### config.mk
export PLATFORM = sky130hd
export DESIGN_NAME = issue_rob
export DESIGN_NICKNAME = d
export VERILOG_FILES = /design/src/rtl/rob_pkg.sv /design/src/rtl/rob_ptrs.sv /design/src/rtl/rob_oldest_pick.sv /design/src/rtl/issue_rob.sv
export SDC_FILE = /design/constraint.sdc
export NUM_CORES = 1
export LEC_CHECK = 0
export BUFFER_PORTS_ARGS = -buffer_cell sky130_fd_sc_hd__buf_4
export CAP_MARGIN = 20
export CORE_MARGIN = 2
export CORE_UTILIZATION = 58
export DETAILED_ROUTE_END_ITERATION = 8
export GPL_TIMING_DRIVEN = 0
export HOLD_SLACK_MARGIN = 0.1
export PLACE_DENSITY_LB_ADDON = 0.15
export RECOVER_POWER = 25
export SLEW_MARGIN = 20
export SYNTH_ARGS = -nofsm -noshare
export SYNTH_HDL_FRONTEND = slang
export SYNTH_SLANG_ARGS = --single-unit
### constraint.sdc
create_clock -name clk_i -period 9.35 [get_ports clk_i]
set_clock_uncertainty 0.05 [all_clocks]
set_input_delay 2.3375 -clock clk_i [delete_from_list [all_inputs] [get_ports clk_i]]
set_output_delay 2.3375 -clock clk_i [all_outputs]
set_load 0.02 [all_outputs]
### src/rtl/rob_pkg.sv
package rob_pkg;
  typedef enum logic [1:0] {
    CMT_IDLE   = 2'd0,
    CMT_RETIRE = 2'd1,
    CMT_KILL   = 2'd2
  } cmt_act_e;
endpackage

### src/rtl/rob_ptrs.sv
module rob_ptrs #(
  parameter int DEPTH = 8,
  localparam int TAG_W = $clog2(DEPTH),
  localparam int PTR_W = TAG_W + 1
) (
  input  logic             clk_i,
  input  logic             rst_ni,
  input  logic             alloc_en_i,
  input  logic             retire_en_i,
  input  logic             rewind_i,
  output logic [PTR_W-1:0] alloc_ptr_o,
  output logic [PTR_W-1:0] cmt_ptr_o,
  output logic             full_o
);
  always_ff @(posedge clk_i or negedge rst_ni) begin
    if (!rst_ni) begin
      alloc_ptr_o <= '0;
      cmt_ptr_o   <= '0;
    end else if (rewind_i) begin
      alloc_ptr_o <= cmt_ptr_o;
    end else begin
      if (alloc_en_i)  alloc_ptr_o <= alloc_ptr_o + PTR_W'(1);
      if (retire_en_i) cmt_ptr_o   <= cmt_ptr_o + PTR_W'(1);
    end
  end

  // wrap bits differ, index bits match
  assign full_o = (alloc_ptr_o[TAG_W] != cmt_ptr_o[TAG_W]) &&
                  (alloc_ptr_o[TAG_W-1:0] == cmt_ptr_o[TAG_W-1:0]);
endmodule

### src/rtl/rob_oldest_pick.sv
module rob_oldest_pick #(
  parameter int DEPTH = 8,
  localparam int TAG_W = $clog2(DEPTH)
) (
  input  logic [DEPTH-1:0] req_i,
  input  logic [TAG_W-1:0] base_i,
  output logic             valid_o,
  output logic [TAG_W-1:0] idx_o
);
  logic [TAG_W-1:0] cand [DEPTH];

  for (genvar k = 0; k < DEPTH; k++) begin : g_cand
    assign cand[k] = base_i + TAG_W'(k);
  end

  // scan from youngest offset down so the smallest offset wins
  always_comb begin
    valid_o = 1'b0;
    idx_o   = base_i;
    for (int k = DEPTH - 1; k >= 0; k--) begin
      if (req_i[cand[k]]) begin
        valid_o = 1'b1;
        idx_o   = cand[k];
      end
    end
  end
endmodule

### src/rtl/issue_rob.sv
module issue_rob
  import rob_pkg::*;
#(
  parameter int DEPTH  = 8,
  parameter int DATA_W = 16,
  parameter int OP_W   = 4,
  parameter int REG_W  = 5,
  localparam int TAG_W = $clog2(DEPTH),
  localparam int PTR_W = TAG_W + 1
) (
  input  logic              clk_i,
  input  logic              rst_ni,
  input  logic              disp_valid_i,
  output logic              disp_ready_o,
  input  logic [OP_W-1:0]   disp_op_i,
  input  logic              disp_s1_rdy_i,
  input  logic [DATA_W-1:0] disp_s1_i,
  input  logic              disp_s2_rdy_i,
  input  logic [DATA_W-1:0] disp_s2_i,
  input  logic [REG_W-1:0]  disp_dst_i,
  output logic [TAG_W-1:0]  disp_tag_o,
  output logic              iss_valid_o,
  output logic [TAG_W-1:0]  iss_tag_o,
  output logic [OP_W-1:0]   iss_op_o,
  output logic [DATA_W-1:0] iss_s1_o,
  output logic [DATA_W-1:0] iss_s2_o,
  input  logic              cmp_valid_i,
  input  logic [TAG_W-1:0]  cmp_tag_i,
  input  logic [DATA_W-1:0] cmp_data_i,
  input  logic              cmp_exc_i,
  output logic              cmt_valid_o,
  output logic [REG_W-1:0]  cmt_reg_o,
  output logic [DATA_W-1:0] cmt_data_o,
  output logic              cmt_exc_o,
  input  logic              flush_i
);
  logic [DEPTH-1:0] use_q, exec_q, done_q, exc_q, p1_q, p2_q;
  logic [OP_W-1:0]   op_q  [DEPTH];
  logic [REG_W-1:0]  dst_q [DEPTH];
  logic [DATA_W-1:0] s1_q  [DEPTH];
  logic [DATA_W-1:0] s2_q  [DEPTH];
  logic [DATA_W-1:0] res_q [DEPTH];

  logic [PTR_W-1:0] alloc_ptr, cmt_ptr;
  logic [TAG_W-1:0] alloc_idx, head_idx, pick_idx;
  logic             full, pick_valid, disp_fire, iss_fire, kill_all, cmp_hit;
  logic             cap1, cap2;
  logic [DATA_W-1:0] s1_in, s2_in;
  logic [DEPTH-1:0] rdy_vec;
  cmt_act_e         cmt_act;

  assign alloc_idx = alloc_ptr[TAG_W-1:0];
  assign head_idx  = cmt_ptr[TAG_W-1:0];

  always_comb begin
    cmt_act = CMT_IDLE;
    if (!flush_i && use_q[head_idx] && done_q[head_idx])
      cmt_act = exc_q[head_idx] ? CMT_KILL : CMT_RETIRE;
  end

  assign kill_all     = flush_i || (cmt_act == CMT_KILL);
  assign disp_ready_o = !full && !kill_all;
  assign disp_fire    = disp_valid_i && disp_ready_o;
  assign disp_tag_o   = alloc_idx;

  // completion only counts for a live, started slot
  assign cmp_hit = cmp_valid_i && use_q[cmp_tag_i] && exec_q[cmp_tag_i];
  assign cap1    = !disp_s1_rdy_i && cmp_hit && (disp_s1_i[TAG_W-1:0] == cmp_tag_i);
  assign cap2    = !disp_s2_rdy_i && cmp_hit && (disp_s2_i[TAG_W-1:0] == cmp_tag_i);
  assign s1_in   = cap1 ? cmp_data_i : disp_s1_i;
  assign s2_in   = cap2 ? cmp_data_i : disp_s2_i;

  assign rdy_vec = use_q & ~exec_q & p1_q & p2_q;

  rob_ptrs #(.DEPTH(DEPTH)) u_ptrs (
    .clk_i       (clk_i),
    .rst_ni      (rst_ni),
    .alloc_en_i  (disp_fire),
    .retire_en_i (cmt_act == CMT_RETIRE),
    .rewind_i    (kill_all),
    .alloc_ptr_o (alloc_ptr),
    .cmt_ptr_o   (cmt_ptr),
    .full_o      (full)
  );

  rob_oldest_pick #(.DEPTH(DEPTH)) u_pick (
    .req_i   (rdy_vec),
    .base_i  (head_idx),
    .valid_o (pick_valid),
    .idx_o   (pick_idx)
  );

  assign iss_fire    = pick_valid && !kill_all;
  assign iss_valid_o = iss_fire;
  assign iss_tag_o   = pick_idx;
  assign iss_op_o    = op_q[pick_idx];
  assign iss_s1_o    = s1_q[pick_idx];
  assign iss_s2_o    = s2_q[pick_idx];

  assign cmt_valid_o = (cmt_act == CMT_RETIRE);
  assign cmt_exc_o   = (cmt_act == CMT_KILL);
  assign cmt_reg_o   = dst_q[head_idx];
  assign cmt_data_o  = res_q[head_idx];

  always_ff @(posedge clk_i or negedge rst_ni) begin
    if (!rst_ni) begin
      use_q  <= '0;
      exec_q <= '0;
      done_q <= '0;
      exc_q  <= '0;
      p1_q   <= '0;
      p2_q   <= '0;
    end else if (kill_all) begin
      use_q  <= '0;
      exec_q <= '0;
      done_q <= '0;
      exc_q  <= '0;
    end else begin
      for (int i = 0; i < DEPTH; i++) begin
        if (cmt_act == CMT_RETIRE && head_idx == TAG_W'(i)) use_q[i] <= 1'b0;
        if (use_q[i] && !p1_q[i] && cmp_hit && s1_q[i][TAG_W-1:0] == cmp_tag_i) p1_q[i] <= 1'b1;
        if (use_q[i] && !p2_q[i] && cmp_hit && s2_q[i][TAG_W-1:0] == cmp_tag_i) p2_q[i] <= 1'b1;
        if (iss_fire && pick_idx == TAG_W'(i)) exec_q[i] <= 1'b1;
        if (cmp_hit && cmp_tag_i == TAG_W'(i)) begin
          done_q[i] <= 1'b1;
          exc_q[i]  <= cmp_exc_i;
        end
        if (disp_fire && alloc_idx == TAG_W'(i)) begin
          use_q[i]  <= 1'b1;
          exec_q[i] <= 1'b0;
          done_q[i] <= 1'b0;
          exc_q[i]  <= 1'b0;
          p1_q[i]   <= disp_s1_rdy_i || cap1;
          p2_q[i]   <= disp_s2_rdy_i || cap2;
        end
      end
    end
  end

  always_ff @(posedge clk_i) begin
    for (int i = 0; i < DEPTH; i++) begin
      if (use_q[i] && !p1_q[i] && cmp_hit && s1_q[i][TAG_W-1:0] == cmp_tag_i) s1_q[i] <= cmp_data_i;
      if (use_q[i] && !p2_q[i] && cmp_hit && s2_q[i][TAG_W-1:0] == cmp_tag_i) s2_q[i] <= cmp_data_i;
      if (cmp_hit && cmp_tag_i == TAG_W'(i)) res_q[i] <= cmp_data_i;
      if (disp_fire && alloc_idx == TAG_W'(i)) begin
        op_q[i]  <= disp_op_i;
        dst_q[i] <= disp_dst_i;
        s1_q[i]  <= s1_in;
        s2_q[i]  <= s2_in;
      end
    end
  end
endmodule

-- Word level (Yosys, flattened, before mapping)
Memories as Yosys holds them, arrays and structs flattened.
Index checks and enable logic that the tools add are counted.
- RAM bits: 456
- output and inout bits: 67
- input port bits: 68
- memories: 5
- bits in registers: 56
- memories (name ; depth ; bits a word ; rd ports ; clocked after memory_dff ; write ports ; RTL line ; RTL):
    res_q ; 8 ; 16 ; 1 ; 0 ; 1 ; issue_rob.sv:42 ; logic [DATA_W-1:0] res_q [DEPTH];
    s1_q ; 8 ; 16 ; 9 ; 0 ; 8 ; issue_rob.sv:40 ; logic [DATA_W-1:0] s1_q [DEPTH];
    s2_q ; 8 ; 16 ; 9 ; 0 ; 8 ; issue_rob.sv:41 ; logic [DATA_W-1:0] s2_q [DEPTH];
    dst_q ; 8 ; 5 ; 1 ; 0 ; 1 ; issue_rob.sv:39 ; logic [REG_W-1:0] dst_q [DEPTH];
    op_q ; 8 ; 4 ; 1 ; 0 ; 1 ; issue_rob.sv:38 ; logic [OP_W-1:0] op_q [DEPTH];
- equality and inequality tests: 50
- reduce and logical (&&, ||, !) cells: 199
- add/sub/neg operators: 9
- multiplexer cells: 291
- order comparisons: 9
- bitwise gates (word level): 21
- operator list (cell ; number):
    16-bit two-way mux ; 25
    1-bit two-way mux ; 202
    16-bit OR reduction ; 7
    1-bit logical AND ; 92
    3-bit two-way mux ; 29
    3-bit nonzero test ; 24
    3-bit equality test ; 19
    3-bit equality test, second input constant ; 16
    1-bit binary-select mux with 3-bit select ; 13
    3-bit by 4-bit < comparator with 1-bit output, second input constant ; 9
    4-bit two-way mux ; 9
    5-bit two-way mux ; 7
    5-bit OR reduction ; 7
    2-bit AND reduction ; 17
    2-bit nonzero test ; 17
    8-bit two-way mux ; 4
    4-bit OR reduction ; 7
    8-bit bitwise AND ; 3
    3-bit by 2-bit equality test with 1-bit output, second input constant ; 8
    1-bit logical NOT ; 21
    1-bit bitwise OR ; 16
    3-bit adder, second input constant ; 4
    3-bit by 1-bit equality test with 1-bit output, second input constant ; 4
    3-bit logical NOT ; 4
    10 further kinds ; 15

-- Depth between registers and ports, before layout
- word-level depth: 21
- gate-level depth with buffers: 16
- mapped depth without buffers: 12

-- Modules after synthesis
Synthesis repeated with hierarchy kept, for this count alone.
- cells, all modules: 1495
- area, all modules: 25333.0 µm²
- by module, submodules not included (module ; cells an instance ; times used ; area each (µm²) ; seq. area each (µm²)):
    issue_rob ; 1368 ; 1 ; 24126.9 ; 14894.3
    rob_oldest_pick ; 92 ; 1 ; 790.8 ; 0.0
    rob_ptrs ; 35 ; 1 ; 415.4 ; 200.2

-- Worst setup path before layout
No wires, ideal clock.
- path kind: reg2out
- from: reg u_ptrs.cmt_ptr_o[1]
- to: out iss_s2_o[1]
- data required time: 6.963 ns
- cell stages (with the launch flop): 15
- arrival time: 3.860 ns
- path slack: 3.102 ns
- buffers on the path: 3
- cells stage by stage: dfrtp_1 > inv_1 > buf_2 > ha_1 > clkinv_1 > mux2i_1 > mux4_2 > or3_1 > o21ai_2 > o2bb2ai_2 > buf_2 > buf_2 > a221o_1 > nor2_1 > a211oi_1
- RTL lines (what ; RTL line ; RTL):
    from (decl) ; rob_ptrs.sv:12 ; output logic [PTR_W-1:0] cmt_ptr_o,
    from (signal assigned) ; rob_ptrs.sv:23 ; if (retire_en_i) cmt_ptr_o <= cmt_ptr_o + PTR_W'(1);
    to (decl) ; issue_rob.sv:26 ; output logic [DATA_W-1:0] iss_s2_o,

-- Final worst setup path
- from: reg u_ptrs.cmt_ptr_o[2]
- to: out iss_s2_o[1]
- cells in the longest elaborated chain, start to end: 12
- elaborated cells on any way between the ends: 32
- classes of those cells: add/sub (7); mux (24); memory (1)
- ends and longest elaborated chain (what ; RTL line ; RTL):
    3-bit adder ; rob_oldest_pick.sv:13 ; assign cand[k] = base_i + TAG_W'(k);
    1-bit binary-select mux with 3-bit select ; rob_oldest_pick.sv:21 ; if (req_i[cand[k]]) begin
    1-bit two-way mux (not written as such) ; rob_oldest_pick.sv:21 ;
    3-bit two-way mux (7 in a row) ; rob_oldest_pick.sv:21 ;
    3-bit two-way mux * ; rob_oldest_pick.sv:21 ;
    memory 8 x 16 bit * ; - ;
Mark *: on every way between the ends. The rest lies on a longest branch, timed or not. The select of a mux whose other input is x is not followed.

==> run summary <==
Final period utilization: 91.6%
Synth Register Bits: 512
DR pass1 iterations: 8
Async set-reset flop share out of synthesis: 10.9%
Yosys warns: 0
CTS max path bufs: 3
Syn nets: 2,344
Post-DR wirelength/cell: 31.8 um
Worst Path Required: 6.96 ns
Slew headroom: -112%
GR Overflow Total: 0
Drt via density: 7.20
Worst R2R Start: u_ptrs.cmt_ptr_o[2]
Syn Std Cell Area: 0.0301 mm2
HPWL Detailed: 69,900 um
EDFF count, synth: 456
Post-Place Worst Slack: 1.62 ns
Post-CTS Hold Fix Bufs: 0
Post-synth cell types: 80
Initial antenna violation count: 2
Final Wtd Congestion: 0.967
Clock root buffer: clkbuf_16
Fmax: 117 MHz
Clock Latency Late Sink: 0.65 ns
Die height: 232 um
Max-cap check violation count: 3
Max VDD drop: 0.158 mV
Crit start category: flip-flop
Hold_sp: done_q[4]
Crit-path cells: inv_1 > clkbuf_1 > clkbuf_1 > ha_1 > mux4_2 > or3_1 > o21ai_2 > o2bb2ai_2 > buf_2 > buf_2 > a221o_1 > nor2_1 > a211oi_1 > buf_4
Grt peak-use layer: met2
CP Buf/Inv Count: 6
Seq/Total Area, Yosys: 50.2%
CTS tree: built
Layout overhead on the synthesized area: 13.7%
Average size of a mapped cell: 13.3 um2
Core box area: 0.0513 mm2
Crit path max-delay family: buffers and inverters
Post-layout nets: 2,557
Min-delay worst type: flip-flop to flip-flop
# Post-CTS Setup Buffers: 0
Final setup fails: 0
Storage cell area: 0.0151 mm2
Setup CP Type: flip-flop to output port
Lkg Pwr: 13.9 nW
Worst-path maximum fanout: 10
Crit end category: output port
Fin crit period: 8.56 ns
Failing checks: capacitance limit, slew limit
Clk pin slew, worst setup/hold paths: 0.06 ns
Most common cell after layout, fill and taps aside: edfxtp_1
Critical path origin: u_ptrs.cmt_ptr_o[2]
Max incr delay on CP: 0.54 ns
Most frequent cells in the layout: edfxtp_1 (456), mux2i_1 (311), mux2_2 (207), o22ai_1 (148), clkbuf_1 (140)
Met1 usage: 48.6%
Multi-input gate area: 0.0142 mm2
Die width: 232 um
PnR worst setup slack: 0.785 ns
DR vias: 23,100
GR Layer Usage met3: 9.11%
Htree depth: 2
First-pass GRT wire length: 147,000 um
CTS sink count: 512
Worst-Margin Slew: 3.17 ns
Setup TNS: 0 ns
Post-Route WL: 102,000 um
Met2 Track Usage GR: 58.1%
Num ports: 135
Pin count of the biggest net entering global routing: 57
Port Buffers: 125
Top FF cell, synth: edfxtp_1
CP max stage cell: clkbuf_1
Via count of the first global-routing pass: 22,800
Row count: 83
Status: finished with violations
RSZ-0062 raised after global routing: false
Fin. Hold Viols: 0
PostCTS Resize Cnt: 0
Layout cell share with drive strength beyond 1: 27.7%
Total track usage: 37.5%
Filler cells: 3,764
Post-synthesis cell count: 2,262
Total CTS buffers: 54
Final slew viol count: 95
Overall die area: 0.0537 mm2
Initial DRC Count: 3,040
Pwr Density: 188 mW/mm2
Crit path DAT: 6.18 ns
Antenna viol nets, final: 0
Effective utilization at floorplan: 58.6%
# DRC: 0
-- worst paths after layout --
path                       depth (start not counted)  slack [ns]                     to
max                                               14        0.79            iss_s2_o[1]
min                                                1        0.45              done_q[4]
max reg2reg                                       11        3.13            s2_q[3][10]
min reg2reg                                        1        0.45              done_q[4]
max in group asynchronous                          1        4.75  u_ptrs.alloc_ptr_o[1]
min in group asynchronous                          1        2.70  u_ptrs.alloc_ptr_o[0]
-- synthesized netlist by cell type, types with 4 or more instances --
cell      count  area (um2)
nor4b_1       4        35.0
buf_2        54         270
a211oi_2     37         463
mux2_2      207        2330
mux2_1       38         428
nand2_2       7        43.8
nand2b_1      6        37.5
edfxtp_1    456       13700
or4_1        13        97.6
o211ai_1      4        30.0
o22ai_1     154         963
xor2_1       57         499
buf_4         7        52.6
nor2_1       64         240
buf_1        23        86.3
clkbuf_1    100         375
nand3_1      17        85.1
mux2_4       50         751
nor4_1       14        87.6
xnor2_1       4        35.0
dfrtp_1      56        1400
mux2i_1     311        3110
nand2_1     114         428
ha_1         14         175
a31o_2        9        78.8
inv_1        14        52.6
a41oi_1       5        43.8
o21a_1       11        82.6
a21oi_1      36         180
mux4_2       55        1240
buf_6        12         135
and4b_1       4        40.0
o21ai_0      24         120
a221oi_1     72         631
a221o_1      72         721
nand4b_1      4        35.0
nand2_4       7        78.8
nor3_1       53         265
and2_1        7        43.8
-- metal layers --
layer	part of all wire [%]	routed length, um
met1	37	37700
met2	45	46000
met3	12	11800
met4	6.1	6170
met5	0	0
-- cell families (layout without fill, tap and decap cells) --
logic type	count (synthesis)	after routing	synth area share (%)
buf+inv	216	474	3.31
mux	661	661	26.1
simple gates	341	341	5.97
other cells	0	2	0
compound gates	457	457	12.1
xor+xnor	61	61	1.78
fa+ha+maj	14	14	0.582
flops	512	512	50.2
-- sequential cells by signal, summed over array words and instances, names as in the netlist, 32 cells and up --
register,cells
dst_q,40
op_q,32
res_q,128
s1_q,128
s2_q,128
-- cell type report --
cell class / count / area share (%)
Timing Repair Buffer: 157 / 3.43
Multi-Input combinational cell: 1534 / 41.4
Inverter: 20 / 0.219
Tap cell: 680 / 2.49
Antenna cell: 2 / 0.0146
Clock inverter: 36 / 1.54
Clock buffer: 65 / 4.07
Buffer: 196 / 2.68
Sequential cell: 512 / 44.1
-- where the power goes --
part,total (mW),switching [mW],internal [mW]
registers,2.64,0.0769,2.57
clock network,2.35,0.972,1.38
logic,1.45,0.880,0.568
-- per-stage QoR --
stage	hold slack [ns]	instance area, um2	total power, mW	utilization [%]	instances
2_1_floorplan	0.414	30100	3.54	-	2262
3_3_place_gp	0.424	31900	4.04	62.1	3067
3_5_place_dp	0.431	32400	4.09	63.1	3099
4_1_cts	0.444	34300	6.40	66.9	3200
5_1_grt	0.475	34200	6.57	66.7	3201
6_report	0.445	34200	6.44	66.7	3202
No activity file was read; power rests on OpenSTA's default activity.
